**config.mk**
```make
export PLATFORM = sky130hd
export DESIGN_NAME = mcu_irq_ctrl
export DESIGN_NICKNAME = d
export VERILOG_FILES = /design/src/rtl/mcu_irq_ctrl.sv
export SDC_FILE = /design/constraint.sdc
export NUM_CORES = 1
export LEC_CHECK = 0
export BUFFER_PORTS_ARGS = -buffer_cell sky130_fd_sc_hd__buf_2
export CORE_UTILIZATION = 52
export DETAILED_ROUTE_END_ITERATION = 6
export HOLD_SLACK_MARGIN = 0.06
export PLACE_DENSITY_LB_ADDON = 0.1
export SKIP_LAST_GASP = 1
export SLEW_MARGIN = 0
export SYNTH_ARGS = -nofsm -noshare
export SYNTH_HDL_FRONTEND = slang
export SYNTH_SLANG_ARGS = --single-unit
```
**constraint.sdc**
```tcl
create_clock -name clk -period 2.3 [get_ports clk]
set_input_delay 0.115 -clock clk [delete_from_list [all_inputs] [get_ports clk]]
set_output_delay 0.115 -clock clk [all_outputs]
set_load 0.01 [all_outputs]
```
**src/rtl/mcu_irq_ctrl.sv**
```systemverilog
module mcu_irq_ctrl #(
  parameter int          P0_W    = 8,
  parameter int          P1_W    = 5,
  parameter logic [15:0] VEC_IRQ = 16'hFFFE,
  parameter logic [15:0] VEC_RST = 16'hFFFC
) (
  input  logic            clk,
  input  logic            rst_n,
  input  logic            bus_wr,
  input  logic            bus_addr,
  input  logic [7:0]      bus_wdata,
  output logic [7:0]      bus_rdata,
  input  logic [P0_W-1:0] p0_pins,
  input  logic [P0_W-1:0] p0_is_input,
  input  logic [P1_W-1:0] p1_pins,
  input  logic            tmr0_uflow,
  input  logic            tmr1_uflow,
  input  logic            div_tick,
  input  logic            wdt_event,
  input  logic            wdt_unlock,
  input  logic            cpu_ack,
  input  logic            cpu_sei,
  input  logic            cpu_cli,
  input  logic            vec_reset,
  input  logic            vec_high,
  output logic [15:0]     vec_addr,
  output logic            irq,
  output logic            pd_bor
);
  localparam logic [7:0] EN_KEEP  = 8'hBE;
  localparam logic [7:0] CLR_KEEP = 8'h3E;

  logic [P0_W-1:0] p0_s1, p0_s2, p0_s3;
  logic [P1_W-1:0] p1_s1, p1_s2, p1_s3;
  logic [7:0]      status_q, enable_q;
  logic            inhibit_q;

  always_ff @(posedge clk or negedge rst_n) begin
    if (!rst_n) begin
      p0_s1 <= '1; p0_s2 <= '1; p0_s3 <= '1;
      p1_s1 <= '1; p1_s2 <= '1; p1_s3 <= '1;
    end else begin
      p0_s1 <= p0_pins; p0_s2 <= p0_s1; p0_s3 <= p0_s2;
      p1_s1 <= p1_pins; p1_s2 <= p1_s1; p1_s3 <= p1_s2;
    end
  end

  wire p0_fall = |(p0_s3 & ~p0_s2 & p0_is_input);
  wire p1_fall = |(p1_s3 & ~p1_s2);

  wire       wr_en  = bus_wr & ~bus_addr;
  wire       wr_clr = bus_wr &  bus_addr;
  wire [7:0] set_v  = {wdt_event, 1'b0, div_tick, tmr1_uflow, tmr0_uflow,
                       p0_fall, p1_fall, 1'b0};
  wire [7:0] clr_v  = wr_clr ? ((bus_wdata & CLR_KEEP) |
                                {bus_wdata[7] & wdt_unlock, 7'b0}) : 8'h00;

  always_ff @(posedge clk or negedge rst_n) begin
    if (!rst_n) begin
      status_q  <= 8'h00;
      enable_q  <= 8'h00;
      inhibit_q <= 1'b1;
    end else begin
      status_q <= (status_q & ~clr_v) | set_v;
      if (wr_en) enable_q <= bus_wdata & EN_KEEP;
      if (cpu_ack | cpu_sei)     inhibit_q <= 1'b1;
      else if (cpu_cli | wr_en)  inhibit_q <= 1'b0;
    end
  end

  assign irq       = (|(status_q[5:1] & enable_q[5:1])) & ~inhibit_q;
  assign bus_rdata = bus_addr ? enable_q : status_q;
  assign pd_bor    = enable_q[7];
  assign vec_addr  = (vec_reset ? VEC_RST : VEC_IRQ) | {15'b0, vec_high};
endmodule

```
; Word-level counts from Yosys, hierarchy flattened
; Cells that the tools add are included.
[word_totals]
memories = 0
word_cells = 37
rom_bits = 0
ff_bits = 54
latch_bits = 0
mem_bits_rw = 0
input_bits = 43
output_inout_bits = 26
[classes]
mul = 0
add_sub_neg = 0
magnitude_cmp = 0
eq_ne = 0
muxes = 5
div_mod_pow = 0
n_reduce_logical = 4
n_shift = 0
bitwise = 19
[op_table]
columns = op, n
row1 = 8-bit bitwise AND, 3
row2 = 8-bit two-way mux, 2
row3 = 8-bit NOT, 2
row4 = 16-bit by 1-bit bitwise OR with 16-bit output, 1
row5 = 5-bit bitwise AND, 2
row6 = 5-bit OR reduction, 2
row7 = 6-bit by 8-bit bitwise OR with 8-bit output, 1
row8 = 8-bit bitwise OR, 1
row9 = 8-bit OR reduction, 1
row10 = 5-bit NOT, 1
row11 = 1-bit bitwise AND, 4
row12 = 1-bit two-way mux, 2
row13 = 2-bit two-way mux, 1
row14 = 1-bit NOT, 2
row15 = 1-bit bitwise OR, 2
row16 = 2-bit nonzero test, 1

; Depth between registers and ports, before layout
; Gate-level depths: netlist (run 1).
[logic_depth]
word_depth = 6
ltp_mapped = 6
ltp_nobuf = 4

; Worst setup path after synthesis (run 1)
; OpenSTA, ideal clock, no wires.
[synth_path]
path_kind = reg2reg
from = register p0_s2[5]
to = register status_q[2]
t_arrival_ns = 1.022
stages_incl_launch_ff = 4
synth_period_minus_slack_ns = 1.162
setup_ns = 0.140
required_time_ns = 2.160
n_path_buf = 0
setup_slack_ns = 1.138
cell_sequence = dfstp_2 -> o22ai_1 -> a2111oi_2 -> o211ai_1
[synth_via]
elab_chain_cells = 5
[synth_rtl]
columns = element, line_no
row1 = start: declaration, 33  ; logic [P0_W-1:0] p0_s1, p0_s2, p0_s3;
row2 = start signal: assignment, 43  ; p0_s1 <= p0_pins; p0_s2 <= p0_s1; p0_s3 <= p0_s2;
row3 = 8-bit NOT, 48  ; wire p0_fall = |(p0_s3 & ~p0_s2 & p0_is_input);
row4 = 8-bit bitwise AND (2 in series), 48
row5 = 8-bit OR reduction, 48
row6 = 8-bit bitwise OR, 64  ; status_q <= (status_q & ~clr_v) | set_v;
row7 = end signal: assignment, 64
row8 = end: declaration, 35  ; logic [7:0] status_q, enable_q;
; No other way between the ends.
; A chain may end at the register's enable or synchronous reset.

; Final worst setup path (run 1)
; Same ends and word-level chain as after synthesis.

==> metrics.yaml, run 1 <==
floorplanning:
  die_w_um: 62.1
  design.die.area_sq_um: 3860
  core_region_area_sq_um: 3390
  initial_core_util: 0.554
  rows: 21
  die_h_um: 62.1
  pin_count: 69
setup_path:
  cp.required_ns: 2.55
  worstReg2RegStart: "p0_s2[5]"
  crit_type: "reg -> reg"
  crit_chain: "o22ai_1 -> a2111oi_2 -> o211ai_1 -> dlygate4sd3_1"
  critical_path.startpoint: "p0_s2[5]"
  endpoint_kind: "flop"
  startpoint_type: "flop"
  cp_slowest_cell: "dlygate4sd3_1"
  crit_end: "status_q[2]"
  r2r-end: "status_q[2]"
  reg2reg_slack_ns: 0.50
  cpPeakStageDelay_ns: 0.58
  reg2regPathDepth: 4
  arrival_ns: 2.05
  path_max_fanout: 2
global_routing:
  grt_pass1_vias: 1101
  antenna_found_initial: 0
  overflow: 0
  grt_max_degree: 53
  grtUsageTotal: 0.172
  grt_first_pass_wirelength_um: 4570
sta:
  finalSetupViolations: 0
  finClkSkew_ns: 0.00797
  grt_setup_unrepaired: "false"
  maxSlewViolCount: 0
  slew_headroom: 0.306
  max_freq_mhz: 556
  tightest_slew_ns: 1.04
  period_needed_ns: 1.80
  finalCritPeriodShare: 0.782
  fin_setup_tns_ns: 0
  finalHoldViolations: 0
detailed_routing:
  wl_met3_um: 200
  drt-met1-wl_um: 1270
  wl_per_cell_um: 11.5
  ant_nets: 0
  drtIter0Drc: 13
  drc: 0
  totalWireLength_um: 2920
  via_count: 1148
  drt-pass1-iter-count: 4
  vias_per_cell: 4.54
  wl_met2_um: 1390
  top_layer_used: "met4"
final_layout:
  nNetsFinal: 249
  postLayoutCellArea_sq_um: 2460
  multi_input_area_sq_um: 398
  regArea_sq_um: 1350
  diodes: 0
  syn_to_final_growth_pct: 31.0
  drive_gt1_frac: 0.536
  nFillCells: 230
synthesis:
  synth_top_area_cell: "dfstp_2"
  synthTopCellsByCount: "dfstp_2 (40), buf_4 (17), dfrtp_1 (12), mux2_2 (12), nand2_1 (11)"
  ys_seq_area_frac: 0.720
  synth_cells: 125
  synth_most_common_cell: "dfstp_2"
  synth_edf_count: 0
  synth_area_sq_um: 1880
  yosys-top-cells-area: "dfstp_2 (56%), dfrtp_1 (16%), mux2_2 (7.2%), buf_4 (6.8%), nand2_1 (2.2%)"
  avgSynthCellArea_sq_um: 15.0
  ys.warnings.count: 0
  ys.flop_type: "dfstp_2"
  synthDistinctLibCells: 24
  synth_seq_cells: 52
  synth_top_area_frac: 0.560
  async_flop_share: 1.00
clock_tree:
  post_cts_buffers: 0
  clockRootBuffer: "clkbuf_4"
  worstSkewPairLatency_ns: 0.36
  ctsHoldBuffers: 32
  cts_tree: "built"
  htree_num_levels: 2
  cts_buffer_depth: 2
  cts_sinks: 52
  numCtsBuffers: 5
  ctsResizeCount: 0
  path_clk_slew_ns: 0.13
place:
  place_hpwl_um: 1890
  numPortBuffers: 48
  place_area_sq_um: 2070
  routabilityCongestion: 0.714
pwr:
  ir_drop_mv: 0.470
  power.density_nw_per_um2: 663
  p_total_uw: 1630
  total_leakage_power_uw: 0.00108
flow_run:
  max_cap_violations: 0
outcome:
  status: "complete, no violations"
min_path:
  hold_class: "in -> out"
[area by class of cell]
class	count	area share
multi-input cells	60	0.162
clock inverters	2	0.00610
repair buffers	80	0.228
inverters	7	0.0107
flip-flops and latches	52	0.549
clock buffers	6	0.0209
well taps	46	0.0234
[power by group]
group / internal, uW / switching [uW]
registers: 998 / 27.8
clock network: 149 / 262
logic: 109 / 85.9
total: 1260 / 376
[routing by layer]
metal	up-vias	GRT usage
met3	7	0.0435
met4	0	0.0889
li1	549	-
met2	54	0.287
met5	-	0
met1	538	0.208
[how the worst min path moves through the flow]
stage               startpoint     endpoint  slack [ns]  depth (start not counted)
global route          vec_high  vec_addr[0]        0.23                          0
CTS                   vec_high  vec_addr[0]        0.23                          0
finish                vec_high  vec_addr[0]        0.23                          0
detailed placement  p1_pins[1]     p1_s1[1]        0.22                          1
global placement    p1_pins[1]     p1_s1[1]        0.22                          1
floorplan                rst_n  enable_q[1]       -0.18                          0
[logic make-up (layout without fill, tap and decap cells)]
logic type	Yosys count	in the layout	share of synthesized area
and+or+nand+nor	16	16	0.0400
buffers and inverters	27	95	0.0966
muxes	12	12	0.0720
DFF	52	52	0.720
other	2	16	0.00400
AOI/OAI and AO/OA	16	16	0.0680
[layout by cell type, fill, tap and decap left out, types with 2 or more instances in the layout]
master,instances
inv_1,7
nand2_1,11
clkbuf_4,5
dfrtp_1,12
dlygate4sd3_1,32
clkinvlp_4,2
mux2_2,12
dfstp_2,40
conb_1,16
buf_2,48
a21o_1,4
o22ai_1,4
[flip-flops by register name, summed over array words and instances (netlist names)]
name and flops:
p1_s2 5, enable_q 6, p0_s3 8, p1_s1 5, status_q 6, inhibit_q 1, p0_s1 8, p1_s3 5
p0_s2 8
[stage by stage]
step | cells | util | hold slack (ns) | setup slack, ns
3_5_place_dp | 213 | 0.612 | 0.221 | 1.05
6_report | 253 | 0.726 | 0.230 | 0.502
5_1_grt | 253 | 0.726 | 0.230 | 0.404
3_3_place_gp | 213 | 0.612 | 0.219 | 1.08
4_1_cts | 253 | 0.726 | 0.230 | 0.497
2_1_floorplan | 139 | - | -0.181 | 1.14
[critical path, delay by kind of cell (launching register included)]
kind,cells,cell delay [ns]
AO/OA/AOI/OAI,3,0.58
buffers and inverters,1,0.58
flip-flops,1,0.55
Note: power is estimated with default switching activity, not from simulation.
==> run 2, diff against run 1 <==
ABC_AREA = 1   (was unset)
CORE_UTILIZATION = 49   (was 52)
clock period = 1.7 ns   (was 2.3 ns; I/O delays follow)
==> run 2 against run 1 <==
  * Via count up 12%
  * Clock power up 66%
  * First-iteration DRC count rose to 3.7 times the previous value
  * Clock-buffer cell count down 1
  * Sequential share of layout area down 1.9 points
  * Largest power group unchanged
  * Clock skew down 0.0021 ns
  * Final cell count up 18%
  * Critical path type is now reg -> out
  * Sequential power up 34%
  * Register-to-register slack better by 0.22 ns
  * Combinational power up 40%
  * Global-route usage down 1.1 points
  * Sequential cell count unchanged
==> metrics.yaml, run 2 <==
setup_path:
  arrival_ns: 1.15  # was 2.05 ns
  cp.required_ns: 1.62  # was 2.55 ns
  reg2reg_slack_ns: 0.72  # was 0.50 ns
  endpoint_kind: "output pin"  # was flop
  startpoint_type: "flop"  # unchanged
  r2r-end: "status_q[1]"  # was status_q[2]
  crit_type: "reg -> out"  # was reg -> reg
  worstReg2RegStart: "p1_s2[3]"  # was p0_s2[5]
  path_max_fanout: 3  # was 2
  reg2regPathDepth: 5  # was 4
global_routing:
  grt_max_degree: 53  # unchanged
  grt_pass1_vias: 1288  # was 1101
  grtUsageTotal: 0.162  # was 0.172
  grt_first_pass_wirelength_um: 5090  # was 4570 um
  antenna_found_initial: 0  # unchanged
  overflow: 0  # unchanged
floorplanning:
  die_h_um: 65.6  # was 62.1 um
  initial_core_util: 0.526  # was 0.554
  pin_count: 69  # unchanged
  design.die.area_sq_um: 4310  # was 3860 sq um
  core_region_area_sq_um: 3770  # was 3390 sq um
  die_w_um: 65.6  # was 62.1 um
  rows: 22  # was 21
sta:
  tightest_slew_ns: 0.616  # was 1.04 ns
  finalHoldViolations: 0  # unchanged
  grt_setup_unrepaired: "false"  # unchanged
  period_needed_ns: 1.23
  maxSlewViolCount: 0  # unchanged
  max_freq_mhz: 810
  slew_headroom: 0.589  # was 0.306
  fin_setup_tns_ns: 0  # unchanged
  finalSetupViolations: 0  # unchanged
  finClkSkew_ns: 0.00591  # was 0.00797 ns
  finalCritPeriodShare: 0.726
  worst_slack_ns: 0.466  # was 0.502 ns
pwr:
  switching_power_uw: 563  # was 376 uW
  p_total_uw: 2340  # was 1630 uW
  power.clock.fraction: 0.292  # was 0.252
  ir_drop_mv: 0.636  # was 0.470 mV
  swShare: 0.241  # was 0.230
  total_leakage_power_uw: 0.00128  # was 0.00108 uW
  power.density_nw_per_um2: 917  # was 663 nW/um^2
  combPwrFrac: 0.117  # was 0.119
  p_int_uw: 1770  # was 1260 uW
  p_seq_frac: 0.591  # was 0.629
final_layout:
  reg_top3: "p0_s1: 8 flops, p0_s2: 8 flops, p0_s3: 8 flops"  # unchanged
  nNetsFinal: 293  # was 249
  final_cell_mix: "buf_2 (48), nand2_1 (40), dfstp_2 (40), dlygate4sd3_1 (27), inv_1 (21)"  # was buf_2 (48), dfstp_2 (40), dlygate4sd3_1 (32), conb_1 (16)
  nFillCells: 287  # was 230
  diodes: 0  # unchanged
  drive_gt1_frac: 0.426  # was 0.536
  final_common_cell: "buf_2"  # unchanged
  stdcell_count: 299  # was 253
  syn_to_final_growth_pct: 28.4  # was 31.0%
  final_util: 0.676  # was 0.726
clock_tree:
  post_cts_buffers: 0  # unchanged
  htree_num_levels: 2  # unchanged
  cts_buffer_depth: 2  # unchanged
  cts_sinks: 52  # unchanged
  worstSkewPairLatency_ns: 0.30  # was 0.36 ns
  clockRootBuffer: "clkbuf_8"  # was clkbuf_4
  path_clk_slew_ns: 0.09  # was 0.13 ns
  numCtsBuffers: 5  # unchanged
  cts_tree: "built"  # unchanged
synthesis:
  async_flop_share: 1.00  # unchanged
  synth_area_sq_um: 1980  # was 1880 sq um
  synthDistinctLibCells: 18  # was 24
  synth_seq_cells: 52  # unchanged
  synth_top_area_cell: "dfstp_2"  # unchanged
  ys.flop_type: "dfstp_2"  # unchanged
  avgSynthCellArea_sq_um: 11.5  # was 15.0 sq um
  synth_cells: 172  # was 125
  ys_seq_area_frac: 0.681  # was 0.720
  synth_edf_count: 0  # unchanged
  synth_top_area_frac: 0.530  # was 0.560
  ys.warnings.count: 0  # unchanged
  synthTopCellsByCount: "dfstp_2 (40), nand2_1 (40), inv_1 (21)"  # was dfstp_2 (40), buf_4 (17), dfrtp_1 (12), mux2_2 (12), nand2_1 (11)
  yosys-top-cells-area: "dfstp_2 (53%), dfrtp_1 (15%), nand2_1 (7.6%), buf_4 (6.4%), inv_1 (4.0%)"  # was dfstp_2 (56%), dfrtp_1 (16%), mux2_2 (7.2%), buf_4 (6.8%), nand2_1 (2.2%)
outcome:
  status: "complete, no violations"  # unchanged
place:
  placed_cells: 264  # was 213
  place_hpwl_um: 2040  # was 1890 um
  routabilityCongestion: 0.725  # was 0.714
  numPortBuffers: 48  # unchanged
  place_ws_ns: 0.720  # was 1.05 ns
min_path:
  hp-start: "bus_wr"  # was vec_high
  hold_end: "enable_q[7]"  # was vec_addr[0]
  hold_depth: 3  # was 0
  hold_class: "in -> reg"  # was in -> out
detailed_routing:
  drc: 0  # unchanged
  drtIter0Drc: 48  # was 13
  wl_per_cell_um: 10.4  # was 11.5 um
  totalWireLength_um: 3100  # was 2920 um
  drt-pass1-iter-count: 5  # was 4
  vias_per_cell: 4.31  # was 4.54
  ant_nets: 0  # unchanged
  via_count: 1290  # was 1148
flow_run:
  max_cap_violations: 0  # unchanged
-- run 2: kinds of logic (layout without fill, tap and decap cells) --
logic type             after synthesis  in the layout  synth area share
AND/OR/NAND/NOR                     63             63             0.144
flip-flops                          52             52             0.681
buffers and inverters               41            106             0.125
AO/OA/AOI/OAI                       14             14            0.0460
other                                2             16           0.00378
-- run 2: layer usage --
metal,part of all wire,up-vias,track usage
li1,-,645,-
met1,0.42,584,0.171
met2,0.51,55,0.295
met3,0.061,6,0.0486
met4,0.016,0,0.0652
met5,0,-,0
-- run 2: area by class of cell --
type                       count  area, sq um  share of cell area
clock buffer                   5         68.8              0.0270
clock inverter                 3         22.5             0.00884
timing repair buffer          76          518               0.203
tap                           48         60.1              0.0236
inverter                      22         90.1              0.0354
sequential                    52         1350               0.530
multi-input combinational     93          437               0.171
-- run 2: worst max path at each step --
| stage | start | to | slack [ns] | depth (start not counted) |
|---|---|---|---|---|
| floorplan | p1_s2[3] | status_q[1] | 0.79 | 5 |
| global placement | p0_s2[6] | status_q[2] | 0.73 | 5 |
| detailed placement | p0_s2[6] | status_q[2] | 0.72 | 5 |
| CTS | enable_q[4] | irq | 0.44 | 5 |
| global route | enable_q[5] | irq | 0.35 | 5 |
| finish | enable_q[4] | irq | 0.47 | 5 |
-- run 2: worst max-delay path: stages, from the launching register on --
cell and delay, ns:
dfrtp_1 0.41, nand2_1 0.08, nand3_1 0.06, nor2_1 0.12, nor2_1 0.05, buf_2 0.13
-- run 2: per-stage QoR --
| stage | hold WS (ns) | area, sq um |
|---|---|---|
| 3_3_place_gp | 0.170 | 2190 |
| 2_1_floorplan | -0.211 | 2040 |
| 5_1_grt | 0.0908 | 2550 |
| 3_5_place_dp | 0.170 | 2190 |
| 6_report | 0.0973 | 2550 |
| 4_1_cts | 0.0778 | 2550 |
-- run 2: power groups by stage --
stage	logic [uW]	registers (uW)	clock network, uW
finish	273	1380	682
global route	312	1390	763
CTS	276	1380	722
detailed placement	228	1400	0
global placement	220	1400	0
floorplan	157	1400	0
-- run 2: timing repair --
item / CTS / global route
hold buffers: 27 / 0
resized for setup: 0 / 0
endpoints found under the hold margin: 36 / 0
